[src/rtl/cmul_pkg.sv]
package cmul_pkg;

    // Datapath structure selector
    typedef enum logic {
        CMUL_DIRECT    = 1'b0,
        CMUL_KARATSUBA = 1'b1
    } cmul_form_e;

    // Number of real multipliers the chosen structure needs
    function automatic int unsigned mul_count(cmul_form_e form);
        return (form == CMUL_KARATSUBA) ? 3 : 4;
    endfunction

    // Width of each result part for an operand part of w bits
    function automatic int unsigned part_out_width(int unsigned w);
        return 2 * w + 2;
    endfunction

endpackage

[src/rtl/cmul_prep.sv]
// Stage 1: widen operand parts and form multiplier input pairs.
module cmul_prep #(
    parameter int unsigned         W         = 16,
    parameter bit                  IS_SIGNED = 1'b1,
    parameter cmul_pkg::cmul_form_e FORM     = cmul_pkg::CMUL_DIRECT,
    localparam int unsigned        NM        = cmul_pkg::mul_count(FORM),
    localparam int unsigned        OPW       = W + 2
) (
    input  logic                    clk,
    input  logic                    rst,
    input  logic                    en,
    input  logic                    in_vld,
    input  logic [2*W-1:0]          op_a,
    input  logic [2*W-1:0]          op_b,
    output logic                    vld_o,
    output logic [NM-1:0][OPW-1:0]  lhs_o,
    output logic [NM-1:0][OPW-1:0]  rhs_o
);

    typedef struct packed {
        logic                   vld;
        logic [NM-1:0][OPW-1:0] lhs;
        logic [NM-1:0][OPW-1:0] rhs;
    } prep_t;

    prep_t s_d, s_q;

    function automatic logic [OPW-1:0] widen(input logic [W-1:0] v);
        return {{(OPW - W){IS_SIGNED & v[W-1]}}, v};
    endfunction

    logic [OPW-1:0] a_x, b_x, c_x, d_x;

    assign a_x = widen(op_a[W-1:0]);
    assign b_x = widen(op_a[2*W-1:W]);
    assign c_x = widen(op_b[W-1:0]);
    assign d_x = widen(op_b[2*W-1:W]);

    generate
        if (FORM == cmul_pkg::CMUL_KARATSUBA) begin : g_kara
            always_comb begin
                s_d = s_q;
                if (en) begin
                    s_d.vld    = in_vld;
                    s_d.lhs[0] = c_x;          // k1 = c * (a + b)
                    s_d.rhs[0] = a_x + b_x;
                    s_d.lhs[1] = a_x;          // k2 = a * (d - c)
                    s_d.rhs[1] = d_x - c_x;
                    s_d.lhs[2] = b_x;          // k3 = b * (c + d)
                    s_d.rhs[2] = c_x + d_x;
                end
            end
        end else begin : g_direct
            always_comb begin
                s_d = s_q;
                if (en) begin
                    s_d.vld    = in_vld;
                    s_d.lhs[0] = a_x;  s_d.rhs[0] = c_x;
                    s_d.lhs[1] = b_x;  s_d.rhs[1] = d_x;
                    s_d.lhs[2] = a_x;  s_d.rhs[2] = d_x;
                    s_d.lhs[3] = b_x;  s_d.rhs[3] = c_x;
                end
            end
        end
    endgenerate

    always_ff @(posedge clk) begin
        if (rst) s_q <= '0;
        else     s_q <= s_d;
    end

    assign vld_o = s_q.vld;
    assign lhs_o = s_q.lhs;
    assign rhs_o = s_q.rhs;

endmodule

[src/rtl/cmul_mult.sv]
// Stage 2: the real multipliers, one per operand pair.
module cmul_mult #(
    parameter int unsigned  OPW = 18,
    parameter int unsigned  NM  = 4,
    localparam int unsigned PW  = 2 * OPW
) (
    input  logic                    clk,
    input  logic                    rst,
    input  logic                    en,
    input  logic                    vld_i,
    input  logic [NM-1:0][OPW-1:0]  lhs_i,
    input  logic [NM-1:0][OPW-1:0]  rhs_i,
    output logic                    vld_o,
    output logic [NM-1:0][PW-1:0]   prod_o
);

    typedef struct packed {
        logic                  vld;
        logic [NM-1:0][PW-1:0] prod;
    } mult_t;

    mult_t s_d, s_q;
    logic [NM-1:0][PW-1:0] prod_c;

    generate
        for (genvar i = 0; i < NM; i++) begin : g_mul
            logic signed [PW-1:0] l_x, r_x;
            assign l_x       = PW'($signed(lhs_i[i]));
            assign r_x       = PW'($signed(rhs_i[i]));
            assign prod_c[i] = l_x * r_x;
        end
    endgenerate

    always_comb begin
        s_d = s_q;
        if (en) begin
            s_d.vld  = vld_i;
            s_d.prod = prod_c;
        end
    end

    always_ff @(posedge clk) begin
        if (rst) s_q <= '0;
        else     s_q <= s_d;
    end

    assign vld_o  = s_q.vld;
    assign prod_o = s_q.prod;

endmodule

[src/rtl/cmul_sum.sv]
// Stage 3: combine real products into the real and imaginary parts.
module cmul_sum #(
    parameter int unsigned          PW    = 36,
    parameter int unsigned          OUT_W = 34,
    parameter cmul_pkg::cmul_form_e FORM  = cmul_pkg::CMUL_DIRECT,
    localparam int unsigned         NM    = cmul_pkg::mul_count(FORM)
) (
    input  logic                   clk,
    input  logic                   rst,
    input  logic                   en,
    input  logic                   vld_i,
    input  logic [NM-1:0][PW-1:0]  prod_i,
    output logic                   vld_o,
    output logic [OUT_W-1:0]       re_o,
    output logic [OUT_W-1:0]       im_o
);

    typedef struct packed {
        logic             vld;
        logic [OUT_W-1:0] re;
        logic [OUT_W-1:0] im;
    } sum_t;

    sum_t s_d, s_q;
    logic [PW-1:0] re_c, im_c;

    generate
        if (FORM == cmul_pkg::CMUL_KARATSUBA) begin : g_kara
            assign re_c = prod_i[0] - prod_i[2];   // k1 - k3
            assign im_c = prod_i[0] + prod_i[1];   // k1 + k2
        end else begin : g_direct
            assign re_c = prod_i[0] - prod_i[1];   // ac - bd
            assign im_c = prod_i[2] + prod_i[3];   // ad + bc
        end
    endgenerate

    always_comb begin
        s_d = s_q;
        if (en) begin
            s_d.vld = vld_i;
            s_d.re  = re_c[OUT_W-1:0];
            s_d.im  = im_c[OUT_W-1:0];
        end
    end

    always_ff @(posedge clk) begin
        if (rst) s_q <= '0;
        else     s_q <= s_d;
    end

    assign vld_o = s_q.vld;
    assign re_o  = s_q.re;
    assign im_o  = s_q.im;

endmodule

[src/rtl/cmul_packed.sv]
module cmul_packed #(
    parameter int unsigned          W         = 16,
    parameter int unsigned          IN_FRAC   = 8,
    parameter bit                   IS_SIGNED = 1'b1,
    parameter bit                   HAS_EN    = 1'b1,
    parameter cmul_pkg::cmul_form_e FORM      = cmul_pkg::CMUL_DIRECT,
    localparam int unsigned         OUT_W     = cmul_pkg::part_out_width(W)
) (
    input  logic                 clk,
    input  logic                 rst,
    input  logic                 en,
    input  logic                 in_vld,
    input  logic [2*W-1:0]       op_a,
    input  logic [2*W-1:0]       op_b,
    output logic                 out_vld,
    output logic [2*OUT_W-1:0]   result
);

    localparam int unsigned NM  = cmul_pkg::mul_count(FORM);
    localparam int unsigned OPW = W + 2;
    localparam int unsigned PW  = 2 * OPW;

    generate
        if (IN_FRAC > W) begin : g_bad_frac
            $error("cmul_packed: IN_FRAC exceeds W");
        end
    endgenerate

    logic en_eff;
    generate
        if (HAS_EN) begin : g_en
            assign en_eff = en;
        end else begin : g_no_en
            assign en_eff = 1'b1;
        end
    endgenerate

    logic                   s1_vld, s2_vld;
    logic [NM-1:0][OPW-1:0] s1_lhs, s1_rhs;
    logic [NM-1:0][PW-1:0]  s2_prod;
    logic [OUT_W-1:0]       res_re, res_im;

    cmul_prep #(.W(W), .IS_SIGNED(IS_SIGNED), .FORM(FORM)) u_prep (
        .clk(clk), .rst(rst), .en(en_eff), .in_vld(in_vld),
        .op_a(op_a), .op_b(op_b),
        .vld_o(s1_vld), .lhs_o(s1_lhs), .rhs_o(s1_rhs)
    );

    cmul_mult #(.OPW(OPW), .NM(NM)) u_mult (
        .clk(clk), .rst(rst), .en(en_eff), .vld_i(s1_vld),
        .lhs_i(s1_lhs), .rhs_i(s1_rhs),
        .vld_o(s2_vld), .prod_o(s2_prod)
    );

    cmul_sum #(.PW(PW), .OUT_W(OUT_W), .FORM(FORM)) u_sum (
        .clk(clk), .rst(rst), .en(en_eff), .vld_i(s2_vld),
        .prod_i(s2_prod),
        .vld_o(out_vld), .re_o(res_re), .im_o(res_im)
    );

    assign result = {res_im, res_re};

endmodule

[config.mk]
export PLATFORM = sky130hd
export DESIGN_NAME = cmul_packed
export DESIGN_NICKNAME = d
export VERILOG_FILES = /design/src/rtl/cmul_pkg.sv /design/src/rtl/cmul_prep.sv /design/src/rtl/cmul_mult.sv /design/src/rtl/cmul_sum.sv /design/src/rtl/cmul_packed.sv
export SDC_FILE = /design/constraint.sdc
export NUM_CORES = 2
export LEC_CHECK = 0
export BUFFER_PORTS_ARGS = -buffer_cell sky130_fd_sc_hd__buf_2
export CORE_MARGIN = 4
export CORE_UTILIZATION = 52
export CTS_CLUSTER_DIAMETER = 120
export CTS_CLUSTER_SIZE = 10
export DETAILED_ROUTE_END_ITERATION = 7
export GPL_TIMING_DRIVEN = 0
export HOLD_SLACK_MARGIN = 0.05
export PLACE_DENSITY = 0.8
export SLEW_MARGIN = 20
export SYNTH_ARGS = -nofsm -noshare
export SYNTH_HDL_FRONTEND = slang
export SYNTH_SLANG_ARGS = --single-unit
[constraint.sdc]
create_clock -name clk -period 6.8 [get_ports clk]
set_input_delay 1.02 -clock clk [delete_from_list [all_inputs] [get_ports clk]]
set_output_delay 1.02 -clock clk [all_outputs]
set_load 0.02 [all_outputs]
==> summary.md <==
| Metric | Value |
|---|---|
| Outcome | complete, no violations |
| Hold path start | u_sum.re_o[27] |
| Final instance area | 56000 um^2 |
| R2R cell count | 22 |
| FF+latch count, synth | 261 |
| Grt ovf | 0 |
| Row cnt | 115 |
| Crit path DAT | 7.21 ns |
| Largest net degree at the start of global routing | 17 |
| Fin Clk Skew | 0.0247 ns |
| I/O Pins | 137 |
| Starting density of the core | 52.4% |
| Top_reg_cell synth | dfxtp_1 |
| Ys Warns | 0 |
| Clk buf depth | 3 |
| Critical Path End Type | register |
| Critical path required time | 7.29 ns |
| R2R setup slack | 0.07 ns |
| Fraction of registers with async set or reset after synthesis | 0% |
| Power share of the clock group | 17.5% |
| FF-to-FF Start | u_prep.lhs_o[23] |
| Gate power share | 61.1% |
| Drt total wl | 179000 um |
| Pwr dens | 166 nW/um^2 |
| GPL Wtd Cong | 1.07 |
| Worst R2R End | u_mult.prod_o[61] |
| Layout cells sized above 1 | 8.91% |
| Filler Cell Count | 8527 |
| Clk sink count | 261 |
| CTS tree | done |
| RSZ-0062 raised after global routing | yes |
| DR vias | 41600 |
| CTS H-tree lvls | 1 |
| Fmax | 0.149 GHz |
| Vias per cell | 5.78 |
| Vias in the first global route | 42500 |
| CP Launch Type | register |
| Post-synth EDFFs | 0 |
| Tightest Hold Check Type | reg2reg |
| Core area | 98300 um^2 |
| Synthesized Nets | 7226 |
| DRC | 0 |
| Util after Layout | 57.0% |
| Hold Fails Final Rpt | 0 |
| Sequential area share after synthesis | 10.2% |
| Port Buffer Count | 134 |
| Global-route wire length before repair | 263000 um |
| Nets@finish | 7410 |
| Mapped Cells | 5716 |
| WL/cell | 24.8 um |
| Switching power | 4.55 mW |
| Non-filler cells, final | 7211 |
| Pint | 4.73 mW |
| Sw Share | 49.0% |
| Period minus WS final | 6.73 ns |
| CTS Root Cell | clkbuf_16 |
| Initial antenna violation count | 19 |
| Distinct cells, synth | 81 |
| Cell Area, Synth | 51500 um^2 |
| Die H | 323 um |
| MaxCap Viol Count | 0 |
| Total Power | 9.28 mW |
| Clk_lat worst skew | 0.65 ns |
| Initial DRC count | 4205 |
| Die W | 323 um |
| DP HPWL | 143000 um |
| Slew Limit Fails | 0 |
| Slew margin rel. | 20.2% |
| Worst Hold Depth | 2 |
| Critical path class | reg2reg |
| Max VDD drop | 0.211 mV |
| Worst hold endpoint | u_sum.re_o[27] |
| Area post-placement | 53800 um^2 |
| DR pass1 iterations | 7 |
| Antenna viol nets, final | 0 |
| Inst Count DP | 7137 |
| Static Leakage | 28.9 nW |
| Area Growth Syn to Fin | 8.77% |
| Crit-path max FO | 10 |
| Setup-failing EPs final | 0 |
| Sequential Power Share | 21.3% |
| Least-Margin Pin Slew | 1.19 ns |
| Average cell area after synthesis | 9.00 um^2 |
| Die ar. | 104000 um^2 |
| Total track usage | 34.7% |
| CTS Buf Count | 31 |
| Fin crit share | 98.9% |
| Register clock-pin slew on the reported worst setup and hold paths | 0.06 ns |
## logic make-up after synthesis
| family | share of synthesized area [%] |
|---|---|
| DFF | 10.2 |
| xor gates and xnor gates | 2.89 |
| buffers and inverters | 10.9 |
| muxes | 3.10 |
| AOI/OAI and AO/OA | 7.40 |
| adders and majority gates | 50.4 |
| and+or+nand+nor | 15.2 |
## registers in the layout, summed over array words and instances, names as in the netlist
| name | flops |
|---|---|
| u_prep.vld_o | 1 |
| u_prep.lhs_o | 32 |
| u_sum.vld_o | 1 |
| u_prep.rhs_o | 32 |
| u_mult.vld_o | 1 |
| u_mult.prod_o | 128 |
| u_sum.im_o | 33 |
| u_sum.re_o | 33 |
## worst max-delay path by stage
stage                           startpoint                  to  slack [ns]  cells past startpoint
final                     u_prep.lhs_o[23]   u_mult.prod_o[61]        0.07                     22
after CTS                  u_prep.lhs_o[1]  u_mult.prod_o[103]       0.003                     19
after global routing      u_prep.rhs_o[57]  u_mult.prod_o[135]       -0.05                     21
after detailed placement  u_prep.rhs_o[40]   u_mult.prod_o[66]       -1.27                     21
after global placement    u_prep.rhs_o[40]   u_mult.prod_o[66]       -1.19                     21
after floorplan           u_prep.lhs_o[15]  u_mult.prod_o[103]        0.42                     21
## final cells by class
class	count	area, um^2	share of cell area [%]
clock inverter	4	88.8	0.159
buffer	264	1680	3.00
clock buffer	33	803	1.43
inverter	1229	4620	8.25
timing repair buffer	151	798	1.43
tap	1287	1610	2.88
multi-input combinational	3962	41000	73.3
sequential	261	5300	9.47
antenna	20	50.0	0.0894
## power groups by stage
stage	combinational (mW)	sequential, mW	clock (mW)
after floorplan	3.48	2.03	0
after global placement	5.21	1.99	0
after detailed placement	5.35	2.00	0
after CTS	5.47	1.97	1.64
after global routing	6.11	2.00	1.69
final	5.67	1.98	1.63
## cell usage after synthesis (5+ instances only)
| cell | instances | area, um^2 |
|---|---|---|
| nand3b_1 | 6 | 45.0 |
| buf_1 | 21 | 78.8 |
| clkbuf_1 | 236 | 886 |
| xor2_1 | 52 | 455 |
| o31a_1 | 5 | 43.8 |
| o31ai_1 | 12 | 90.1 |
| o22ai_1 | 5 | 31.3 |
| o21ai_0 | 114 | 571 |
| a211o_1 | 6 | 52.6 |
| nand2_1 | 592 | 2220 |
| inv_1 | 1228 | 4610 |
| ha_1 | 392 | 4900 |
| o21bai_1 | 17 | 128 |
| and4_1 | 5 | 43.8 |
| nor2b_1 | 18 | 113 |
| a31oi_1 | 18 | 113 |
| nand4_1 | 14 | 87.6 |
| o211ai_1 | 12 | 90.1 |
| nand2b_1 | 42 | 263 |
| a32o_1 | 7 | 70.1 |
| a21boi_0 | 6 | 45.0 |
| nor4_1 | 5 | 31.3 |
| nor3_1 | 28 | 140 |
| mux2i_1 | 157 | 1570 |
| or2_2 | 7 | 43.8 |
| dfxtp_1 | 261 | 5230 |
| a21o_1 | 61 | 458 |
| a211oi_1 | 39 | 293 |
| o21a_1 | 30 | 225 |
| or3_1 | 22 | 138 |
| nand3_1 | 35 | 175 |
| o21ai_1 | 11 | 55.1 |
| xnor2_1 | 118 | 1030 |
| nor2_1 | 311 | 1170 |
| and3_1 | 18 | 113 |
| and2_1 | 499 | 3120 |
| fa_1 | 1050 | 21000 |
| a22o_1 | 6 | 52.6 |
| a21oi_1 | 164 | 821 |
## critical path, stage by stage (launching register included)
cell and delay, ns:
dfxtp_2 0.51, clkbuf_4 0.33, and2_1 0.18, fa_1 0.42
inv_1 0.08, fa_1 0.43, fa_1 0.43, fa_1 0.50
inv_1 0.06, fa_1 0.53, inv_1 0.05, fa_1 0.47
inv_1 0.04, ha_1 0.38, a21oi_2 0.23, o2111ai_2 0.20
a221oi_4 0.39, o22ai_4 0.17, o21a_1 0.24, nor2_4 0.12
o21ai_1 0.13, xnor2_2 0.51, o21ai_0 0.16
## cell usage in the layout, fill, tap and decap left out, drive strengths merged, types with 7 or more instances in the layout
master / synthesis / routed
dfxtp: 261 / 261
o21a: 30 / 30
nor2b: 18 / 18
buf: 27 / 254
or2: 7 / 7
o211ai: 13 / 13
a31oi: 18 / 18
mux2i: 157 / 157
a32o: 7 / 7
inv: 1228 / 1229
and3: 18 / 18
nand4: 14 / 14
and2: 499 / 499
fa: 1050 / 1050
o21ai: 127 / 127
nand3: 35 / 35
clkbuf: 237 / 194
xnor2: 118 / 118
a211oi: 42 / 42
nand2: 592 / 592
nand2b: 42 / 42
xor2: 52 / 52
nor3: 30 / 30
ha: 392 / 392
o21bai: 17 / 17
diode: 0 / 20
or3: 22 / 22
o31ai: 15 / 15
a21oi: 167 / 167
nor2: 311 / 311
a21o: 61 / 61
## routing by layer
layer  track usage, %  vias to the layer above  wire length [um]
met5            0.181                        -                 0
met4             29.3                        0             20100
met3             10.9                      659             23100
met2             49.5                     2589             73400
met1             42.8                    20700             62500
li1                 -                    17700                 -
## what timing repair did
action / CTS / global route
setup buffers: 8 / 9
pin swaps: 6 / 18
setup endpoints to repair: 59 / 42
gates resized for setup: 293 / 317
hold buffers: 0 / 0
## metrics by stage
stage	worst slack, ns	hold WS, ns	setup TNS, ns
6_report	0.0749	0.451	0
5_1_grt	-0.0472	0.472	-0.119
4_1_cts	0.00278	0.451	0
3_5_place_dp	-1.27	0.437	-32.83
3_3_place_gp	-1.19	0.435	-29.18
2_1_floorplan	0.420	0.425	0
(Power assumes the default switching activity.)
